===== src/rtl/rxf_pkg.sv =====
package rxf_pkg;

  typedef enum logic {
    MODE_SYNC  = 1'b0,
    MODE_ASYNC = 1'b1
  } rx_mode_e;

endpackage


===== src/rtl/rxf_char_filter.sv =====
module rxf_char_filter #(
  parameter int DATA_W = 8
) (
  input  logic              clk,
  input  logic              rst_n,
  input  logic              in_valid,
  input  logic [DATA_W-1:0] in_data,
  input  logic              rx_en,
  input  logic              inhibit_en,
  input  logic [DATA_W-1:0] sync_byte,
  input  logic              out_ready,
  output logic              in_ready,
  output logic              out_valid,
  output logic [DATA_W-1:0] out_data,
  output logic              accept,
  output logic              write_done
);

  logic is_sync;
  logic drop;

  assign is_sync    = (in_data == sync_byte);
  assign drop       = !rx_en || (inhibit_en && is_sync);
  assign out_valid  = in_valid && !drop;
  assign out_data   = in_data;
  assign in_ready   = drop || out_ready;
  assign accept     = in_valid && in_ready;
  assign write_done = out_valid && out_ready;


  inhibit_drop_chk: assert property (@(posedge clk) disable iff (!rst_n)
    (in_valid && inhibit_en && in_data == sync_byte) |-> (!out_valid && in_ready));


  stall_hold_chk: assert property (@(posedge clk) disable iff (!rst_n)
    (out_valid && !out_ready) |-> !in_ready);


  disabled_no_write_chk: assert property (@(posedge clk) disable iff (!rst_n)
    !rx_en |-> (!out_valid && in_ready));

endmodule


===== src/rtl/rxf_crc_delay.sv =====
module rxf_crc_delay #(
  parameter int DATA_W = 8
) (
  input  logic              clk,
  input  logic              rst_n,
  input  logic              clear,
  input  logic              advance,
  input  logic [DATA_W-1:0] new_data,
  input  logic              new_incl,
  output logic              fold,
  output logic [DATA_W-1:0] fold_data
);

  logic              held_vld;
  logic              held_incl;
  logic [DATA_W-1:0] held_data;

  always_ff @(posedge clk or negedge rst_n) begin
    if (!rst_n) begin
      held_vld  <= 1'b0;
      held_incl <= 1'b0;
      held_data <= '0;
    end else if (clear) begin
      held_vld  <= 1'b0;
      held_incl <= 1'b0;
    end else if (advance) begin
      held_vld  <= 1'b1;
      held_incl <= new_incl;
      held_data <= new_data;
    end
  end

  assign fold      = advance && !clear && held_vld && held_incl;
  assign fold_data = held_data;


  clear_empties_chk: assert property (@(posedge clk) disable iff (!rst_n)
    clear |=> !fold);

endmodule


===== src/rtl/rxf_crc16.sv =====
module rxf_crc16 #(
  parameter int              DATA_W   = 8,
  parameter int              CRC_W    = 16,
  parameter logic [CRC_W-1:0] POLY_REF = 16'h8408,
  parameter logic [CRC_W-1:0] PRESET   = 16'hFFFF,
  parameter logic [CRC_W-1:0] GOOD     = 16'hF0B8
) (
  input  logic              clk,
  input  logic              rst_n,
  input  logic              clear,
  input  logic              fold,
  input  logic [DATA_W-1:0] fold_data,
  output logic [CRC_W-1:0]  crc_value,
  output logic              crc_ok
);

  logic [CRC_W-1:0] crc_q;
  logic [CRC_W-1:0] crc_next;

  always_comb begin
    crc_next = crc_q ^ {{(CRC_W-DATA_W){1'b0}}, fold_data};
    for (int b = 0; b < DATA_W; b++) begin
      if (crc_next[0]) crc_next = (crc_next >> 1) ^ POLY_REF;
      else             crc_next = crc_next >> 1;
    end
  end

  always_ff @(posedge clk or negedge rst_n) begin
    if (!rst_n)     crc_q <= PRESET;
    else if (clear) crc_q <= PRESET;
    else if (fold)  crc_q <= crc_next;
  end

  assign crc_value = crc_q;
  assign crc_ok    = (crc_q == GOOD);


  clear_preset_chk: assert property (@(posedge clk) disable iff (!rst_n)
    clear |=> (crc_value == PRESET));


  idle_stable_chk: assert property (@(posedge clk) disable iff (!rst_n)
    (!fold && !clear) |=> $stable(crc_value));

endmodule


===== src/rtl/sync_rx_char_filter.sv =====
module sync_rx_char_filter
  import rxf_pkg::*;
#(
  parameter int               DATA_W    = 8,
  parameter int               CRC_W     = 16,
  parameter logic [CRC_W-1:0] CRC_POLY  = 16'h8408,
  parameter logic [CRC_W-1:0] CRC_INIT  = 16'hFFFF,
  parameter logic [CRC_W-1:0] CRC_GOOD  = 16'hF0B8
) (
  input  logic              clk,
  input  logic              rst_n,
  input  logic              in_valid,
  output logic              in_ready,
  input  logic [DATA_W-1:0] in_data,
  input  logic              rx_en,
  input  logic              crc_en,
  input  logic              inhibit_en,
  input  logic [DATA_W-1:0] sync_byte,
  input  logic              async_mode,
  output logic              out_valid,
  input  logic              out_ready,
  output logic [DATA_W-1:0] out_data,
  output logic              rx_irq,
  output logic [CRC_W-1:0]  crc_value,
  output logic              crc_ok
);

  rx_mode_e          mode;
  logic              accept;
  logic              write_done;
  logic              advance;
  logic              clear;
  logic              fold;
  logic [DATA_W-1:0] fold_data;
  logic              irq_q;

  assign mode    = async_mode ? MODE_ASYNC : MODE_SYNC;
  assign clear   = !rx_en;
  assign advance = accept && (mode == MODE_SYNC);

  rxf_char_filter #(.DATA_W(DATA_W)) u_filter (
    .clk        (clk),
    .rst_n      (rst_n),
    .in_valid   (in_valid),
    .in_data    (in_data),
    .rx_en      (rx_en),
    .inhibit_en (inhibit_en),
    .sync_byte  (sync_byte),
    .out_ready  (out_ready),
    .in_ready   (in_ready),
    .out_valid  (out_valid),
    .out_data   (out_data),
    .accept     (accept),
    .write_done (write_done)
  );

  rxf_crc_delay #(.DATA_W(DATA_W)) u_delay (
    .clk       (clk),
    .rst_n     (rst_n),
    .clear     (clear),
    .advance   (advance),
    .new_data  (in_data),
    .new_incl  (crc_en),
    .fold      (fold),
    .fold_data (fold_data)
  );

  rxf_crc16 #(
    .DATA_W   (DATA_W),
    .CRC_W    (CRC_W),
    .POLY_REF (CRC_POLY),
    .PRESET   (CRC_INIT),
    .GOOD     (CRC_GOOD)
  ) u_crc (
    .clk       (clk),
    .rst_n     (rst_n),
    .clear     (clear),
    .fold      (fold),
    .fold_data (fold_data),
    .crc_value (crc_value),
    .crc_ok    (crc_ok)
  );

  always_ff @(posedge clk or negedge rst_n) begin
    if (!rst_n) irq_q <= 1'b0;
    else        irq_q <= write_done;
  end

  assign rx_irq = irq_q;


  irq_after_write_chk: assert property (@(posedge clk) disable iff (!rst_n)
    (out_valid && out_ready) |=> rx_irq);


  irq_pulse_chk: assert property (@(posedge clk) disable iff (!rst_n)
    !(out_valid && out_ready) |=> !rx_irq);


  async_frozen_chk: assert property (@(posedge clk) disable iff (!rst_n)
    (rx_en && async_mode) |=> $stable(crc_value));


  stall_crc_chk: assert property (@(posedge clk) disable iff (!rst_n)
    (rx_en && in_valid && !in_ready) |=> $stable(crc_value));

endmodule


===== config.mk =====
export PLATFORM = sky130hd
export DESIGN_NAME = sync_rx_char_filter
export DESIGN_NICKNAME = d
export VERILOG_FILES = /design/src/rtl/rxf_pkg.sv /design/src/rtl/rxf_char_filter.sv /design/src/rtl/rxf_crc_delay.sv /design/src/rtl/rxf_crc16.sv /design/src/rtl/sync_rx_char_filter.sv
export SDC_FILE = /design/constraint.sdc
export NUM_CORES = 1
export LEC_CHECK = 0
export BUFFER_PORTS_ARGS = -buffer_cell sky130_fd_sc_hd__buf_2
export CAP_MARGIN = 15
export CORE_ASPECT_RATIO = 0.7
export CORE_MARGIN = 4
export CORE_UTILIZATION = 55
export DETAILED_ROUTE_END_ITERATION = 7
export GPL_TIMING_DRIVEN = 0
export HOLD_SLACK_MARGIN = 0.05
export PLACE_DENSITY = 0.84
export SLEW_MARGIN = 40
export SYNTH_ARGS = -nofsm -noshare
export SYNTH_HDL_FRONTEND = slang
export SYNTH_HIERARCHICAL = 1
export SYNTH_SLANG_ARGS = --single-unit

===== constraint.sdc =====
create_clock -name clk -period 2.4 [get_ports clk]
set_input_delay 0.12 -clock clk [delete_from_list [all_inputs] [get_ports clk]]
set_output_delay 0.12 -clock clk [all_outputs]
set_load 0.05 [all_outputs]

Word level (Yosys, flattened, before mapping) --
Cells that the tools add are included.
Operators by class: eq/ne operators 4, muxes and demuxes 15, bitwise gates (word level) 10, reduce and logical (&&, ||, !) cells 13
Operators with widths (count):
- $mux W16 | 10
- $not A2 Y3 | 8
- $eq A16 B16 Y1 const B | 1
- $xor A16 B8 Y16 | 1
- $eq A8 B8 Y1 | 1
- $logic_and A1 B1 Y1 | 8
- $mux W1 | 5
- $ne A2 B1 Y1 const B | 2
- $logic_not A1 Y1 | 2
- $logic_or A1 B1 Y1 | 2
- $reduce_and A2 Y1 | 1
- $not A1 Y1 | 1
Storage, ports and cells: register bits after elaboration 27, input port bits 24

Logic depth before layout (Yosys ltp) --
Gate-level depths: netlist (run 1).
depth after elaboration 19, mapped depth 11

Cells and area by module --
The synthesis (run 1) kept the hierarchy.
Modules (own cells, without submodules):
- rxf_crc16 | instances 1, cells an instance 85, area each 1067.3 um^2
- rxf_crc_delay | instances 1, cells an instance 25, area each 424.2 um^2
- rxf_char_filter | instances 1, cells an instance 28, area each 216.5 um^2
- sync_rx_char_filter | instances 1, cells an instance 3, area each 42.5 um^2

Worst setup path before layout (run 1) --
Ideal clock, no wire load.
path kind register -> output, start point register u_crc.crc_q[15], in the netlist u_crc/crc_value[15], end point output crc_ok, data arrival time 2697 ps, required time 2280 ps, path slack -417 ps, stages on the path, launching flop included 3, buffers on the path 0, cell sequence dfstp_2 > or4bb_1 > nor4_1
Between the ends: word-level cells in the longest chain between the ends 1
RTL lines:
- start, declared | line rxf_crc16.sv:17 | logic [CRC_W-1:0] crc_q;
- start signal, assigned | line rxf_crc16.sv:31 | else if (fold) crc_q <= crc_next;
- $eq A16 B16 Y1 | line rxf_crc16.sv:35 | assign crc_ok = (crc_q == GOOD);
- end, declared | line sync_rx_char_filter.sv:25 | output logic crc_ok
No other way between the ends.

Worst setup path in the final report (run 1) --
start point input in_data[4], end point register u_crc.crc_q[7], in the netlist u_crc/crc_value[7]
Between the ends: word-level cells in the longest chain between the ends 10
RTL lines:
- start, declared | line sync_rx_char_filter.sv:14 | input logic [DATA_W-1:0] in_data,
- $eq A8 B8 Y1 | line rxf_char_filter.sv:22 | assign is_sync = (in_data == sync_byte);
- $logic_and A1 B1 Y1 | line rxf_char_filter.sv:23 | assign drop = !rx_en || (inhibit_en && is_sync);
- $logic_or A1 B1 Y1 | line rxf_char_filter.sv:23
- $logic_or A1 B1 Y1 | line rxf_char_filter.sv:26 | assign in_ready = drop || out_ready;
- $logic_and A1 B1 Y1 | line rxf_char_filter.sv:27 | assign accept = in_valid && in_ready;
- via accept | line sync_rx_char_filter.sv:29 | logic accept;
- $logic_and A1 B1 Y1 | line sync_rx_char_filter.sv:39 | assign advance = accept && (mode == MODE_SYNC);
- via advance | line sync_rx_char_filter.sv:31 | logic advance;
- $logic_and A1 B1 Y1 (3 in series) | line rxf_crc_delay.sv:33 | assign fold = advance && !clear && held_vld && held_incl;
- via fold | line sync_rx_char_filter.sv:33 | logic fold;
- $ne A2 B1 Y1 (no line)
The timed path passes the listed nets, and every way through them passes these cells. A chain may end at the register's enable or synchronous reset.

==> results.json, run 1 <==
{
  "port_buffers": 51,
  "worstHoldEndpoint": "u_delay/held_incl$_DFFE_PN0P_",
  "cap_violations": 0,
  "diodes": 0,
  "multi_input_area_um2": 960,
  "worstHoldStart": "crc_en",
  "setup.worst_path.end_class": "register",
  "ant_nets": 0,
  "combPwrFrac": 0.356,
  "clk_pin_slew_worst_paths_ns": 0.09,
  "dp_hpwl_mm": 2.98,
  "fillCellCount": 203,
  "antenna_found_initial": 0,
  "die_h_um": 55.2,
  "rows": 16,
  "leakage_nw": 0.952,
  "grt_max_degree": 28,
  "die_x_um": 75.4,
  "wl_per_cell_um": 17.1,
  "powerDensity_mw_per_mm2": 563,
  "run_status": "finished, final reports clean",
  "syn_area_mm2": 0.00175,
  "max_freq_mhz": 466,
  "path_class": "in2reg",
  "dpl_cell_area_mm2": 0.00206,
  "firstDrtPassIters": 4,
  "min_path_cells": 3,
  "area_growth_pct": 22.2,
  "setup-violations-final": 0,
  "syn-num-nets": 165,
  "cts_sinks": 27,
  "maxSlewViolCount": 0,
  "place_congestion": 0.838,
  "r2r-start": "u_crc/crc_value[3]$_DFFE_PN1P_",
  "avgViaCountPerCell": 5.47,
  "clock_path_buffers": 2,
  "dieArea_mm2": 0.00416,
  "synthFlopType": "dfstp_2",
  "coreArea_mm2": 0.00292,
  "root_buffer": "clkbuf_8",
  "mostFrequentLayoutCell": "buf_2",
  "post-route-period-util": 0.894,
  "synth.distinct_cells": 37,
  "drcViolationCount": 0,
  "slew_headroom": 0.608,
  "grt_pass1_vias": 1309,
  "design.portCount": 52,
  "async_flop_share": 1.00,
  "stdcell_count": 235,
  "syn_avg_cell_area_um2": 12.4,
  "period_needed_ns": 2.15,
  "ys_seq_area_frac": 0.397,
  "tritoncts": "done",
  "nNetsFinal": 224,
  "placedCellCount": 228,
  "ff2ff_path_depth": 3,
  "max_slew.worst_pin.slew_ns": 0.588,
  "cts_buffers": 3,
  "critPathRequiredTime_ns": 2.59,
  "clk_latency_ns": 0.27,
  "fin_area_mm2": 0.00214,
  "htreeDepth": 1,
  "power.internal_uw": 852,
  "drive_gt1_frac": 0.518,
  "rsz0062_at_grt": "false",
  "overflow": 0,
  "synth_warnings": 6,
  "synth_edf_count": 0,
  "grt_pass1_wl_mm": 6.38,
  "crit_arrival_ns": 2.34,
  "seq_area_um2": 696,
  "grtUsageTotal": 0.195,
  "synth-seq-cells": 27,
  "clock_skew_ns": 0.00256,
  "worst_hold_path_type": "in2reg",
  "final_cell_mix": "52 x buf_2, 18 x xnor2_1, 16 x dfstp_2, 11 x dfrtp_1, 11 x buf_4",
  "r2r_setup_slack_ns": 0.76,
  "pwr-share-seq": 0.435,
  "clock_power_share": 0.209,
  "path_max_fanout": 12,
  "wl_mm": 4.02,
  "start_kind": "input pin",
  "hold_violations": 0,
  "switchingPower_uw": 353,
  "dr_total_vias": 1285,
  "timing.rr.end": "u_crc/crc_value[3]$_DFFE_PN1P_",
  "syn_inst": 141,
  "drt_iter0_drc": 64,
  "start_util": 0.599,
  "netSwitchingFraction": 0.293,
  "ir_worst_vdd_v": 0.000375
}
-- worst max path at each step --
stage | start | end | slack [ns] | cells after the start
2_1_floorplan | u_crc/crc_value[15]$_DFFE_PN1P_ | crc_ok | 0.14 | 2
3_3_place_gp | in_data[4] | u_crc/crc_value[9]$_DFFE_PN1P_ | -0.32 | 12
3_5_place_dp | in_data[4] | u_crc/crc_value[9]$_DFFE_PN1P_ | -0.41 | 12
4_1_cts | in_data[4] | u_crc/crc_value[3]$_DFFE_PN1P_ | 0.06 | 11
5_1_grt | in_data[4] | u_crc/crc_value[2]$_DFFE_PN1P_ | 0.05 | 12
6_report | in_data[4] | u_crc/crc_value[7]$_DFFE_PN1P_ | 0.25 | 12
-- metrics by stage --
stage / TNS, ns / hold slack (ns) / power [mW] / setup WS [ns] / util
after global routing: 0 / 0.116 / 1.26 / 0.0534 / 0.732
after global placement: -2.57 / 0.142 / 0.940 / -0.323 / 0.704
final: 0 / 0.108 / 1.21 / 0.254 / 0.732
after CTS: 0 / 0.104 / 1.21 / 0.0602 / 0.722
after detailed placement: -3.65 / 0.156 / 0.953 / -0.413 / 0.704
after floorplan: 0 / -0.176 / 0.865 / 0.137 / -
-- metal layers --
metal	wire (µm)	part of all wire	track usage	up-vias
li1	-	-	-	605
met3	227	0.057	0.0417	8
met2	1930	0.48	0.309	50
met5	0	0	0	-
met1	1790	0.45	0.281	622
met4	61	0.015	0.0299	0
-- power by group through the flow --
stage | Combinational, mW | Clock (mW) | Sequential [mW]
6_report | 0.429 | 0.252 | 0.524
3_3_place_gp | 0.410 | 0 | 0.530
4_1_cts | 0.428 | 0.256 | 0.524
5_1_grt | 0.452 | 0.275 | 0.528
2_1_floorplan | 0.339 | 0 | 0.526
3_5_place_dp | 0.421 | 0 | 0.532
-- worst max-delay path, cell delays in order --
cell and delay [ns]:
buf_2 0.12, xnor2_1 0.17, nand3_2 0.15, o41ai_2 0.34
nor2b_4 0.22, nor2b_4 0.15, buf_6 0.17, and3_4 0.30
clkinvlp_4 0.15, buf_4 0.16, a21oi_1 0.14, o21ai_0 0.12
-- cells in the mapped netlist, types with 2 or more instances --
master,number,share of area
xnor2_1,18,0.090
dfstp_2,16,0.24
dfrtp_1,11,0.16
a21oi_1,8,0.023
buf_4,8,0.034
mux2_4,8,0.069
nor2b_1,8,0.029
xnor3_1,8,0.10
a211o_1,7,0.035
o21ai_0,5,0.014
inv_1,4,0.0086
nor2_1,4,0.0086
nor3_1,4,0.011
xor2_1,4,0.020
clkbuf_1,3,0.0064
nand4b_1,2,0.010
nor2b_4,2,0.016
xnor2_2,2,0.019
-- timing repair --
action | 4_1_cts | 5_1_grt
buffers inserted | 0 | 3
endpoints found under the hold margin | 11 | 0
resized for setup | 1 | 2
setup endpoints to repair | 10 | 8
hold buffers | 1 | 0
-- sequential cells by signal, indices dropped and copies added, names as in the netlist --
register,cells
u_crc/crc_value,16
u_delay/held_incl,1
u_delay/fold_data,8
rx_irq,1
u_delay/held_vld,1
-- cells by family after synthesis --
family	share of synthesized area
simple gates	0.104
compound gates	0.109
flops	0.397
xor+xnor	0.254
buf+inv	0.0600
mux	0.0743
-- final cells by class --
class / count / share of cell area
plain buffers: 12 / 0.0392
clock buffers: 4 / 0.0211
inverters: 5 / 0.0105
multi-input cells: 96 / 0.449
flip-flops and latches: 27 / 0.325
well taps: 36 / 0.0211
repair buffers: 55 / 0.135
Note: power is estimated with default switching activity, not from simulation.
==> run 2, diff against run 1 <==
CORE_MARGIN = default   (was 4)
CTS_CLUSTER_SIZE = 25   (was default)
==> results.json, run 2 (synthesis results as in run 1) <==
{
  "stdcell_count": 233,
  "wl_mm": 3.90,
  "fin_area_mm2": 0.00212,
  "drive_gt1_frac": 0.513,
  "ff2ff_path_depth": 3,
  "combPwrFrac": 0.351,
  "multi_input_area_um2": 956,
  "worstHoldEndpoint": "u_delay/held_incl$_DFFE_PN0P_",
  "crit_arrival_ns": 2.41,
  "die_x_um": 69.4,
  "placedCellCount": 228,
  "ir_worst_vdd_v": 0.000346,
  "post-route-period-util": 0.916,
  "pwr-share-seq": 0.433,
  "crit_family": "simple AND/OR/NAND/NOR gates",
  "design.portCount": 52,
  "finalPower_mw": 1.21,
  "timing.critical_path.buf_inv": 4,
  "dpl_cell_area_mm2": 0.00206,
  "grt_pass1_vias": 1280,
  "dp_hpwl_mm": 3.05,
  "nNetsFinal": 222,
  "ant_nets": 0,
  "setup.worst_path.end_class": "register",
  "overflow": 0,
  "rsz0062_at_grt": "false",
  "r2r-start": "u_crc/crc_value[3]$_DFFE_PN1P_",
  "fillCellCount": 208,
  "clock_skew_ns": 0.00133,
  "final_util": 0.729,
  "switchingPower_uw": 365,
  "hold_violations": 0,
  "port_buffers": 51,
  "slowest_delay_ns": 0.34,
  "htreeDepth": 1,
  "timing.rr.end": "u_crc/crc_value[3]$_DFFE_PN1P_",
  "max_freq_mhz": 455,
  "grt_pass1_wl_mm": 6.34,
  "period_needed_ns": 2.20,
  "crit_chain": "buf_2 -> xnor2_1 -> nand3_2 -> o41ai_2 -> nor2b_4 -> nor2b_4 -> buf_6 -> and3_2 -> clkbuf_2 -> buf_2 -> nor3_1 -> a21oi_1",
  "r2r_setup_slack_ns": 0.79,
  "wl_per_cell_um": 16.7,
  "whs_ns": 0.0924,
  "dr_total_vias": 1271,
  "power.internal_uw": 849,
  "start_kind": "input pin",
  "start_util": 0.603,
  "slew_headroom": 0.603,
  "setup-violations-final": 0,
  "grtUsageTotal": 0.250,
  "path_max_fanout": 10,
  "clock_power_share": 0.216,
  "cap_violations": 0,
  "post-cts-setup-buffers": 0,
  "seq_area_um2": 696,
  "min_path_cells": 3,
  "final_cell_mix": "52 x buf_2, 18 x xnor2_1, 16 x dfstp_2, 11 x dfrtp_1",
  "avgViaCountPerCell": 5.45,
  "place_congestion": 0.836,
  "clk_latency_ns": 0.28,
  "clock_path_buffers": 2,
  "run_status": "finished, final reports clean",
  "clk_pin_slew_worst_paths_ns": 0.09,
  "critPathRequiredTime_ns": 2.61,
  "antenna_found_initial": 0,
  "mostFrequentLayoutCell": "buf_2",
  "rows": 16,
  "cts_buffers": 3,
  "maxSlewViolCount": 0,
  "firstDrtPassIters": 4,
  "path_class": "in2reg",
  "max_slew.worst_pin.slew_ns": 0.596,
  "cts_sinks": 27,
  "tritoncts": "done",
  "slowest_stage": "o41ai_2",
  "worst_hold_path_type": "in2reg",
  "grt_max_degree": 28,
  "powerDensity_mw_per_mm2": 574,
  "root_buffer": "clkbuf_8",
  "worstHoldStart": "crc_en",
  "drcViolationCount": 0,
  "drt_iter0_drc": 91,
  "area_growth_pct": 20.9,
  "coreArea_mm2": 0.00290,
  "dieArea_mm2": 0.00342,
  "diodes": 0,
  "netSwitchingFraction": 0.301,
  "leakage_nw": 0.948,
  "die_h_um": 49.2,
  "largest_reg_flops": 16
}
-- run 2: cell count changes in the layout (fill, tap and decap cells not counted), sizes merged --
cell / previous run / this run
clkinv: 0 / 2
clkinvlp: 1 / 0
buf: 64 / 61
-- run 2: what timing repair did --
item,CTS,global route
gates resized for setup,1,2
hold endpoints to repair,11,0
hold buffers,1,0
endpoints found under the setup margin,10,10
-- run 2: worst reg2reg max path, delay by kind of cell (launching register included) --
| family | cells | cell delay [ns] |
|---|---|---|
| DFF | 1 | 0.59 |
| AOI/OAI and AO/OA | 1 | 0.20 |
| xor gates and xnor gates | 2 | 0.76 |
-- run 2: worst max path at each step --
stage                                          startpoint                               to  slack (ns)  cells after the start
after detailed placement                       in_data[2]  u_crc/crc_value[10]$_DFFE_PN1P_       -0.41                     12
after global routing                           in_data[7]  u_crc/crc_value[10]$_DFFE_PN1P_        0.06                     12
after global placement                         in_data[4]   u_crc/crc_value[8]$_DFFE_PN1P_       -0.28                     12
after floorplan           u_crc/crc_value[15]$_DFFE_PN1P_                           crc_ok        0.14                      2
after CTS                                      in_data[2]  u_crc/crc_value[10]$_DFFE_PN1P_        0.02                     12
final                                        sync_byte[2]  u_crc/crc_value[10]$_DFFE_PN1P_        0.20                     12
-- run 2: power groups by stage --
stage	Sequential [mW]	Combinational [mW]	Clock, mW
2_1_floorplan	0.526	0.339	0
3_3_place_gp	0.530	0.411	0
3_5_place_dp	0.533	0.425	0
4_1_cts	0.526	0.428	0.268
5_1_grt	0.529	0.456	0.286
6_report	0.526	0.427	0.262
-- run 2: stage by stage --
step,setup WS [ns],TNS (ns)
2_1_floorplan,0.137,0
3_3_place_gp,-0.284,-2.60
3_5_place_dp,-0.409,-3.86
4_1_cts,0.0208,0
5_1_grt,0.0552,0
6_report,0.203,0
-- run 2: area by class of cell --
| class | count | area share |
|---|---|---|
| tap | 36 | 0.0213 |
| buffer | 13 | 0.0420 |
| clock buffer | 3 | 0.0195 |
| timing repair buffer | 52 | 0.125 |
| multi-input combinational | 96 | 0.452 |
| inverter | 5 | 0.00887 |
| sequential | 27 | 0.329 |
| clock inverter | 1 | 0.00237 |
-- run 2: per-layer routing --
metal	track usage	wire length [µm]	vias up
li1	-	-	598
met1	0.333	1690	609
met2	0.408	1840	55
met3	0.0558	295	9
met4	0.0850	74	0
met5	0	0	-
==> run 3, diff against run 2 <==
clock period = 2.7 ns   (was 2.4 ns; I/O delays follow)
==> results.json, run 3 (synthesis results as in run 1) <==
{
  "cts_buffers": 3,
  "path_max_fanout": 10,
  "coreArea_mm2": 0.00290,
  "setup-violations-final": 0,
  "grt_pass1_wl_mm": 6.34,
  "clock_skew_ns": 0.00131,
  "die_x_um": 69.4,
  "grtUsageTotal": 0.250,
  "powerDensity_mw_per_mm2": 511,
  "root_buffer": "clkbuf_8",
  "rsz0062_at_grt": "false",
  "drt_iter0_drc": 94,
  "dp_hpwl_mm": 3.05,
  "overflow": 0,
  "clk_latency_ns": 0.28,
  "firstDrtPassIters": 4,
  "diodes": 0,
  "crit_arrival_ns": 2.64,
  "dpl_cell_area_mm2": 0.00206,
  "antenna_found_initial": 0,
  "avgViaCountPerCell": 5.53,
  "start_util": 0.603,
  "dr_total_vias": 1288,
  "htreeDepth": 1,
  "worst_hold_path_type": "in2reg",
  "place_congestion": 0.836,
  "slew_headroom": 0.606,
  "final_cell_mix": "51 x buf_2, 18 x xnor2_1, 16 x dfstp_2, 11 x dfrtp_1",
  "ir_worst_vdd_v": 0.000308,
  "design.portCount": 52,
  "clock_path_buffers": 2,
  "grt_max_degree": 28,
  "start_kind": "input pin",
  "max_freq_mhz": 412,
  "maxSlewViolCount": 0,
  "cts_sinks": 27,
  "drcViolationCount": 0,
  "grt_pass1_vias": 1280,
  "clk_pin_slew_worst_paths_ns": 0.09,
  "fin_area_mm2": 0.00211,
  "wl_per_cell_um": 16.7,
  "period_needed_ns": 2.43,
  "rows": 16,
  "drive_gt1_frac": 0.508,
  "ant_nets": 0,
  "area_growth_pct": 20.8,
  "setup.worst_path.end_class": "register",
  "stdcell_count": 233,
  "dieArea_mm2": 0.00342,
  "run_status": "finished, final reports clean",
  "placedCellCount": 228,
  "wl_mm": 3.88,
  "fillCellCount": 209,
  "nNetsFinal": 222,
  "port_buffers": 51,
  "post-route-period-util": 0.898,
  "max_slew.worst_pin.slew_ns": 0.590,
  "mostFrequentLayoutCell": "buf_2",
  "die_h_um": 49.2,
  "critPathRequiredTime_ns": 2.91,
  "largest_reg_flops": 16,
  "cap_violations": 0,
  "final_util": 0.728,
  "leakage_nw": 0.944,
  "path_class": "in2reg",
  "post-cts-setup-buffers": 0,
  "tritoncts": "done",
  "r2r_setup_slack_ns": 1.09,
  "hold_violations": 0
}
[run 3: metal layers]
| layer | wire length (µm) | track usage |
|---|---|---|
| met2 | 1810 | 0.408 |
| met4 | 74 | 0.0850 |
| met3 | 302 | 0.0558 |
| met1 | 1700 | 0.333 |
| met5 | 0 | 0 |
[run 3: area by class of cell]
type,count,area [µm²],area share
plain buffers,13,87.6,0.0414
multi-input cells,96,956,0.452
clock buffers,3,41.3,0.0195
well taps,36,45.0,0.0213
flip-flops and latches,27,696,0.329
repair buffers,52,265,0.125
clock inverters,1,5.00,0.00237
inverters,5,18.8,0.00888
[run 3: per-stage QoR]
step           TNS [ns]  hold slack (ns)  setup slack, ns  power (mW)
2_1_floorplan         0           -0.161            0.422       0.769
4_1_cts               0            0.111            0.171        1.09
5_1_grt               0            0.126            0.112        1.13
6_report              0            0.107            0.274        1.08
3_5_place_dp     -0.873            0.171           -0.124       0.852
3_3_place_gp          0            0.160          0.00124       0.836
[run 3: final timing paths]
kind	from	endpoint	depth (start not counted)
max	sync_byte[2]	u_crc/crc_value[10]$_DFFE_PN1P_	12
min	crc_en	u_delay/held_incl$_DFFE_PN0P_	3
min in group asynchronous	rst_n	u_delay/fold_data[4]$_DFFE_PN0P_	2
max reg2reg	u_crc/crc_value[3]$_DFFE_PN1P_	u_crc/crc_value[3]$_DFFE_PN1P_	3
max in group asynchronous	rst_n	u_delay/fold_data[1]$_DFFE_PN0P_	2
min reg2reg	u_delay/held_vld$_DFFE_PN0P_	u_delay/held_vld$_DFFE_PN0P_	2
[run 3: critical path, cell delays in order]
cell      delay [ns]
buf_2           0.11
xnor2_1         0.20
nand3_2         0.15
o41ai_2         0.35
nor2b_4         0.22
nor2b_4         0.15
buf_6           0.17
and3_2          0.23
clkbuf_1        0.39
clkbuf_2        0.33
nor3_1          0.07
a21oi_1         0.14
[run 3: where the power goes]
group | leakage, nW | switching, mW | internal (mW) | total (mW)
Combinational | 0.614 | 0.162 | 0.217 | 0.379
Clock | 0.0255 | 0.130 | 0.104 | 0.234
Sequential | 0.304 | 0.0332 | 0.434 | 0.468
[run 3: timing repair]
item | CTS | global route
hold endpoints to repair | 11 | 0
resized for setup | 0 | 1
endpoints found under the setup margin | 0 | 1
hold buffers | 1 | 0
